`config.mk`:
```
export PLATFORM = sky130hd
export DESIGN_NAME = baud_tick_gen
export DESIGN_NICKNAME = d
export VERILOG_FILES = /design/src/rtl/baud_gen_pkg.sv /design/src/rtl/baud_cfg_reg.sv /design/src/rtl/baud_prescaler.sv /design/src/rtl/baud_a_stage.sv /design/src/rtl/baud_tick_gen.sv
export SDC_FILE = /design/constraint.sdc
export NUM_CORES = 1
export LEC_CHECK = 0
export BUFFER_PORTS_ARGS = -buffer_cell sky130_fd_sc_hd__buf_2
export CORE_UTILIZATION = 64
export CTS_CLUSTER_SIZE = 16
export DETAILED_ROUTE_END_ITERATION = 8
export PLACE_DENSITY = 0.9
export SYNTH_ARGS = -nofsm -noshare
export SYNTH_HDL_FRONTEND = slang
export SYNTH_HIERARCHICAL = 1
export SYNTH_SLANG_ARGS = --single-unit
```
`constraint.sdc`:
```
create_clock -name clk -period 4.6 [get_ports clk]
set_input_delay 1.38 -clock clk [delete_from_list [all_inputs] [get_ports clk]]
set_output_delay 1.38 -clock clk [all_outputs]
set_load 0.02 [all_outputs]
```
`src/rtl/baud_gen_pkg.sv`:
```
package baud_gen_pkg;

  typedef enum logic [1:0] {
    MODE_X16 = 2'd0,
    MODE_XB  = 2'd1,
    MODE_X1  = 2'd2
  } div_mode_e;

  function automatic div_mode_e decode_mode(input logic ext_en, input logic one_sel);
    if (!ext_en)      return MODE_X16;
    else if (one_sel) return MODE_X1;
    else              return MODE_XB;
  endfunction

endpackage

```
`src/rtl/baud_cfg_reg.sv`:
```
module baud_cfg_reg
  import baud_gen_pkg::*;
#(
  parameter int A_W      = 16,
  parameter int B_W      = 4,
  parameter int B_MIN    = 8,
  parameter int A_MIN_X1 = 3
) (
  input  logic           clk,
  input  logic           rst,
  input  logic           wr,
  input  logic [A_W-1:0] a_in,
  input  logic [B_W-1:0] b_in,
  input  logic           ext_in,
  input  logic           one_in,
  output logic [A_W-1:0] a_q,
  output logic [B_W-1:0] b_q,
  output div_mode_e      mode_q,
  output logic           err_q
);

  div_mode_e mode_nx;
  logic      err_nx;

  always_comb begin
    mode_nx = decode_mode(ext_in, one_in);
    err_nx  = 1'b0;
    if (mode_nx == MODE_XB && b_in < B_W'(B_MIN))    err_nx = 1'b1;
    if (mode_nx == MODE_X1 && a_in < A_W'(A_MIN_X1)) err_nx = 1'b1;
  end

  always_ff @(posedge clk) begin
    if (rst) begin
      a_q    <= '0;
      b_q    <= '0;
      mode_q <= MODE_X16;
      err_q  <= 1'b0;
    end else if (wr) begin
      a_q    <= a_in;
      b_q    <= b_in;
      mode_q <= mode_nx;
      err_q  <= err_nx;
    end
  end

  AST_ERR_LEGAL_X16: assert property (@(posedge clk) disable iff (rst)
    (mode_q == MODE_X16) |-> !err_q);

  AST_MODE_VALID: assert property (@(posedge clk) disable iff (rst)
    mode_q != 2'd3);

endmodule

```
`src/rtl/baud_prescaler.sv`:
```
module baud_prescaler
  import baud_gen_pkg::*;
#(
  parameter int B_W     = 4,
  parameter int FIX_PRE = 16
) (
  input  logic           clk,
  input  logic           rst,
  input  logic           restart,
  input  div_mode_e      mode,
  input  logic [B_W-1:0] b_q,
  output logic           evt
);

  localparam int FIX_W = $clog2(FIX_PRE);
  localparam int PW    = (FIX_W > B_W) ? FIX_W : B_W;

  logic [PW-1:0] cnt;
  logic [PW-1:0] lim;

  always_comb begin
    case (mode)
      MODE_X16: lim = PW'(FIX_PRE - 1);
      MODE_XB:  lim = PW'(b_q);
      default:  lim = '0;
    endcase
    evt = (mode == MODE_X1) ? 1'b1 : (cnt == lim);
  end

  always_ff @(posedge clk) begin
    if (rst || restart)        cnt <= '0;
    else if (mode == MODE_X1)  cnt <= '0;
    else if (cnt == lim)       cnt <= '0;
    else                       cnt <= cnt + 1'b1;
  end

  AST_PCNT_IN_RANGE: assert property (@(posedge clk) disable iff (rst)
    cnt <= lim);

endmodule

```
`src/rtl/baud_a_stage.sv`:
```
module baud_a_stage #(
  parameter int A_W = 16
) (
  input  logic           clk,
  input  logic           rst,
  input  logic           restart,
  input  logic [A_W-1:0] reload_in,
  input  logic [A_W-1:0] a_q,
  input  logic           evt,
  output logic           a_evt
);

  localparam int CW = A_W + 1;

  logic [CW-1:0] cnt;
  logic [CW-1:0] top_q;

  assign top_q = {1'b0, a_q} + CW'(1);
  assign a_evt = evt && (cnt == '0);

  always_ff @(posedge clk) begin
    if (rst)          cnt <= CW'(1);
    else if (restart) cnt <= {1'b0, reload_in} + CW'(1);
    else if (evt) begin
      if (cnt == '0)  cnt <= top_q;
      else            cnt <= cnt - 1'b1;
    end
  end

  AST_ACNT_IN_RANGE: assert property (@(posedge clk) disable iff (rst)
    cnt <= top_q);

endmodule

```
`src/rtl/baud_tick_gen.sv`:
```
module baud_tick_gen
  import baud_gen_pkg::*;
#(
  parameter int A_W      = 16,
  parameter int B_W      = 4,
  parameter int FIX_PRE  = 16,
  parameter int B_MIN    = 8,
  parameter int A_MIN_X1 = 3
) (
  input  logic           clk,
  input  logic           rst,
  input  logic           cfg_wr,
  input  logic [15:0]    cfg_div_a,
  input  logic [3:0]     cfg_div_b,
  input  logic           cfg_ext_en,
  input  logic           cfg_one_sel,
  output logic           bit_tick,
  output logic           sample_tick,
  output logic           cfg_err
);

  logic [A_W-1:0] a_q;
  logic [B_W-1:0] b_q;
  div_mode_e      mode_q;
  logic           err_q;
  logic           pre_evt;
  logic           a_evt;
  logic           bit_q;
  logic           samp_q;

  baud_cfg_reg #(
    .A_W(A_W), .B_W(B_W), .B_MIN(B_MIN), .A_MIN_X1(A_MIN_X1)
  ) u_cfg (
    .clk(clk), .rst(rst), .wr(cfg_wr),
    .a_in(A_W'(cfg_div_a)), .b_in(B_W'(cfg_div_b)),
    .ext_in(cfg_ext_en), .one_in(cfg_one_sel),
    .a_q(a_q), .b_q(b_q), .mode_q(mode_q), .err_q(err_q)
  );

  baud_prescaler #(
    .B_W(B_W), .FIX_PRE(FIX_PRE)
  ) u_pre (
    .clk(clk), .rst(rst), .restart(cfg_wr),
    .mode(mode_q), .b_q(b_q), .evt(pre_evt)
  );

  baud_a_stage #(
    .A_W(A_W)
  ) u_astage (
    .clk(clk), .rst(rst), .restart(cfg_wr),
    .reload_in(A_W'(cfg_div_a)), .a_q(a_q),
    .evt(pre_evt), .a_evt(a_evt)
  );

  always_ff @(posedge clk) begin
    if (rst) begin
      bit_q  <= 1'b0;
      samp_q <= 1'b0;
    end else begin
      bit_q  <= a_evt && !err_q && !cfg_wr;
      samp_q <= pre_evt && (mode_q != MODE_X1) && !err_q && !cfg_wr;
    end
  end

  assign bit_tick    = bit_q;
  assign sample_tick = samp_q;
  assign cfg_err     = err_q;

  AST_ERR_SILENCES: assert property (@(posedge clk) disable iff (rst)
    cfg_err |-> (!bit_tick && !sample_tick));

  AST_NO_SAMPLE_DIRECT: assert property (@(posedge clk) disable iff (rst)
    (mode_q == MODE_X1) |-> !sample_tick);

  AST_BIT_ON_SAMPLE: assert property (@(posedge clk) disable iff (rst)
    (bit_tick && mode_q != MODE_X1) |-> sample_tick);

  AST_BIT_ONE_CYCLE: assert property (@(posedge clk) disable iff (rst)
    bit_tick |=> !bit_tick);

  AST_SAMPLE_ONE_CYCLE: assert property (@(posedge clk) disable iff (rst)
    sample_tick |=> !sample_tick);

endmodule

```
---- Yosys cells after proc, flatten, opt, wreduce, memory -nomap -nowiden ----
Index checks and enable logic that the tools add are counted.
storage, ports and cells
  bits in registers ....................... 46
  input bits .............................. 25
  output and inout bits ................... 3
  logic and storage cells ................. 44
operators by class
  add/sub/neg operators ................... 4
  order comparisons ....................... 2
  eq/ne operators ......................... 6
  muxes and demuxes ....................... 9
  reduce and logical (&&, ||, !) cells .... 15
operator list
  kind                                                                           number
  17-bit 2-to-1 mux                                                              3
  16-bit by 1-bit adder with 17-bit output, second input constant                2
  17-bit zero test                                                               1
  17-bit by 1-bit subtractor with 17-bit output, second input constant           1
  16-bit by 2-bit less-than comparator with 1-bit output, second input constant  1
  1-bit logical AND                                                              8
  4-bit case mux with 2 select lines                                             1
  4-bit by 1-bit adder with 4-bit output, second input constant                  1
  2-bit by 1-bit equality test with 1-bit output, second input constant          2
  2-bit equality test, second input constant                                     2
  4-bit equality test                                                            1
  4-bit less-than comparator, second input constant                              1
  2-bit 2-to-1 mux                                                               2
  1-bit 2-to-1 mux                                                               3
  3-bit OR reduction                                                             1
  1-bit zero test                                                                2
  2-bit zero test                                                                1
  2-bit inequality test, second input constant                                   1
  2-bit nonzero test                                                             1
  1-bit logical OR                                                               1

---- Logic depth before layout (Yosys ltp) ----
  depth after elaboration ................. 7
  gate-level depth with buffers ........... 10

---- Modules after synthesis ----
The synthesis kept the hierarchy.
modules (own cells, without submodules)
  module          instances  cells an instance  area an instance (um^2)
  baud_a_stage    1          244                1,810.5
  baud_cfg_reg    1          84                 884.6
  baud_prescaler  1          38                 325.3
  baud_tick_gen   1          6                  70.1

---- Worst setup path before layout ----
No wires, ideal clock.
  path type ............................... input to register
  start ................................... in cfg_div_a[2]
  end ..................................... reg u_astage.cnt[13]
  setup time .............................. 0.139 ns
  arrival time ............................ 2.526 ns
  required time ........................... 4.461 ns
  setup slack ............................. 1.935 ns
  stages on the path ...................... 6
  buffers on the path ..................... 1
  path through ............................ and4_1 clkbuf_1 nand2_1 o311a_1 a221oi_1 o221ai_1
between the ends
  cells in the longest elaborated chain, start to end .. 2
ends and longest elaborated chain
  what                                      line                 text
  start: declaration                        baud_tick_gen.sv:13  input logic [15:0] cfg_div_a,
  16-bit by 1-bit adder with 17-bit output  baud_a_stage.sv:23   else if (restart) cnt <= {1'b0, reload_in} + CW'(1);
  17-bit 2-to-1 mux                         baud_a_stage.sv:23
  end signal: assignment                    baud_a_stage.sv:23
  end signal: assignment                    baud_a_stage.sv:25   if (cnt == '0) cnt <= top_q;
  end signal: assignment                    baud_a_stage.sv:26   else cnt <= cnt - 1'b1;
  end: declaration                          baud_a_stage.sv:15   logic [CW-1:0] cnt;
No other way between the ends.
A chain may end at the register's enable or synchronous reset.

---- Worst setup path after layout ----
  start ................................... in cfg_wr
  end ..................................... reg u_astage.cnt[16]
between the ends
  cells in the longest elaborated chain, start to end .. 1
  elaborated cells on any way between the ends .. 2
  those cells by class .................... 1 x mux; 1 x reduce/logical
ends and longest elaborated chain
  what                                                     line                 text
  start: declaration                                       baud_tick_gen.sv:12  input logic cfg_wr,
  17-bit 2-to-1 mux or 2-bit nonzero test (tied branches)  --
Parallel ways exist; a longest one is shown, timed or not.

==> metrics.cfg <==
[outcome]
status = complete, no violations

[grt]
grt_usage_pct = 32.9
grt.overflow.total = 0
grt_max_degree = 46
grt_pass1_vias = 2750
antenna_found_initial = 0
grt_pass1_wl_mm = 13.2

[cells_and_area]
diodes = 0
final_common_cell = nor2_1
fin_util_pct = 72.9
final_area_mm2 = 0.00328
drive_gt1_share_pct = 12.1
mostFrequentLayoutCells = nor2_1 (54), dfxtp_1 (46), buf_2 (27), xnor2_1 (27), mux2i_1 (24)
syn2layout_area_growth_pct = 6.19
fillers = 345
nets = 420

[cts]
cts_buffers = 5
cts_sinks = 46
cts_setup_buffers = 0
clk_latency_ps = 300
postCtsResizedCells = 0
ctsHoldBuffers = 0
path_clk_slew_ps = 90
cts_tree = yes
cts.htree.levels = 2
clockBufferDepth = 2
clockRootBuffer = clkbuf_8

[run]
cap_viol_max_count = 0

[sta]
max_freq_ghz = 0.351
hold_viol = 0
final.period_utilization_pct = 61.9
setup_slack_ps = 1750
finalSetupViolCount = 0
fin_skew_ps = 13.2
finalMaxSlewViolations = 0
fin_setup_tns_ps = 0
hold_ws_ps = 544
fin_crit_ps = 2850
rsz0062_at_grt = false
slew_headroom_pct = 32.2
tightest_slew_ps = 1010

[drt]
wl_mm = 8.01
via_per_inst = 6.75
first_pass_iters = 5
drt_iter0_drc = 267
vias = 2985
drc = 0
postRouteAntennaNets = 0
wl_per_cell_um = 18.1

[synth]
async_flop_share_pct = 0
ys_seq_area_share_pct = 29.8
synth_top_family_by_area = simple AND/OR/NAND/NOR gates
synth.avg_cell_area_um2 = 8.31
synth_compound_area_share_pct = 13.2
muxShareOfSynthArea_pct = 7.77
synth_nets = 402
syn_inst = 372
synth-xor-area-share_pct = 11.6
ys_ff_latch = 46
yosys.area_share.simple_pct = 31.7
yosys_warnings = 6
yosys.area_share.adder_pct = 2.02
yosysUniqueCellTypes = 58
synth-main-ff-cell = dfxtp_1
synth.cell_area_mm2 = 0.00309
synth_enable_flop_cells = 0

[worst_setup_path]
crit_path_cell_trace = buf_2 > buf_4 > nor2b_1 > nand2_1 > nor4_1 > nor2b_1 > a31oi_1
critPathLaunch = cfg_wr
cp.required_ps = 4840
rr_endpoint = u_astage/cnt[1]
crit_type = input port to flop
cp_common_cell = nor2b_1
worstReg2RegStart = u_astage/cnt[6]
crit_path_start_kind = input port
endpoint = u_astage/cnt[16]
reg2reg_depth = 4
cp_max_fo = 29
critical_path.slowest_cell = buf_4
max_stage_delay_ps = 460
crit_arrival_ps = 3090
crit_path_end_kind = flop
r2r_slack_ps = 1900

[placement]
pre_cts_ws_ps = 1510
dp_hpwl_mm = 5.66
place_congestion = 0.882
placed_cell_area_mm2 = 0.00320
port_buffers = 27

[floorplanning]
die_w_um = 71.5
die_area_mm2 = 0.00511
core.rowCount = 24
ios = 28
core_mm2 = 0.00450
fp.dieH_um = 71.5
start_util_pct = 68.6

[hold_path]
worstHoldPathType = flop to flop

[power_and_ir_drop]
peakVddDrop_v = 0.000233
power_density_mw_per_mm2 = 267
p_leak_nw = 1.22

[worst min path at each step]
stage | start | endpoint | slack, ps | cells after the start
finish | u_pre/cnt[0] | u_pre/cnt[0] | 540 | 1
global route | u_cfg/a_q[12] | u_cfg/a_q[12] | 580 | 2
CTS | u_pre/cnt[0] | u_pre/cnt[0] | 540 | 1
detailed placement | u_pre/cnt[0] | u_pre/cnt[0] | 520 | 1
global placement | u_pre/cnt[0] | u_pre/cnt[0] | 510 | 1
floorplan | u_pre/cnt[0] | u_pre/cnt[0] | 470 | 1
[flip-flops by register name, summed over array words and instances, names as in the netlist]
signal / flops
u_pre/cnt: 4
u_cfg/err_q: 1
u_astage/cnt: 17
bit_tick: 1
u_cfg/mode_q: 2
u_cfg/b_q: 4
u_cfg/a_q: 16
sample_tick: 1
[critical path: cells and delay by family]
kind                   cells  cell delay, ps
and+or+nand+nor            4             730
buffers and inverters      2             830
AOI/OAI and AO/OA          1             130
[synth_stat cells, types with 6 or more instances]
cell	number	share of area, %
inv_1	6	0.73
nand3_1	23	3.7
xnor2_1	27	7.7
a21oi_1	10	1.6
nand2b_1	6	1.2
nor3_1	15	2.4
nand4_1	15	3.0
nand2_1	19	2.3
nor4_1	6	1.2
mux2i_1	24	7.8
xor2_1	14	4.0
dfxtp_1	46	30
clkbuf_1	11	1.3
nor2_1	54	6.6
o21ai_0	6	0.97
[through the flow]
stage               instances  total power [mW]
floorplan                 372             0.585
CTS                       442             0.871
global route              442             0.908
global placement          435             0.631
finish                    442             0.877
detailed placement        435             0.638
[cell families after synthesis]
kind of cell / after synthesis
adders and majority gates: 5
DFF: 46
buffers and inverters: 23
AOI/OAI and AO/OA: 56
and+or+nand+nor: 177
muxes: 24
xor gates and xnor gates: 41
[per-layer routing]
layer	GRT usage (%)	wire [µm]
met5	0	0
met4	10.0	132
met3	5.77	619
met2	53.1	3620
met1	45.1	3640
[cell type report]
cell class,instances,area [µm²],area share [%]
inverters,6,22.5,0.686
clock buffers,6,72.6,2.21
repair buffers,28,143,4.35
well taps,52,65.1,1.98
multi-input cells,303,2050,62.5
flip-flops and latches,46,921,28.1
clock inverters,1,7.51,0.229
[report_power, final]
group / switching, mW / total [mW] / internal (mW)
sequential: 0.0356 / 0.459 / 0.423
combinational: 0.102 / 0.178 / 0.0764
clock: 0.136 / 0.240 / 0.104
Note: power is estimated with default switching activity, not from simulation.
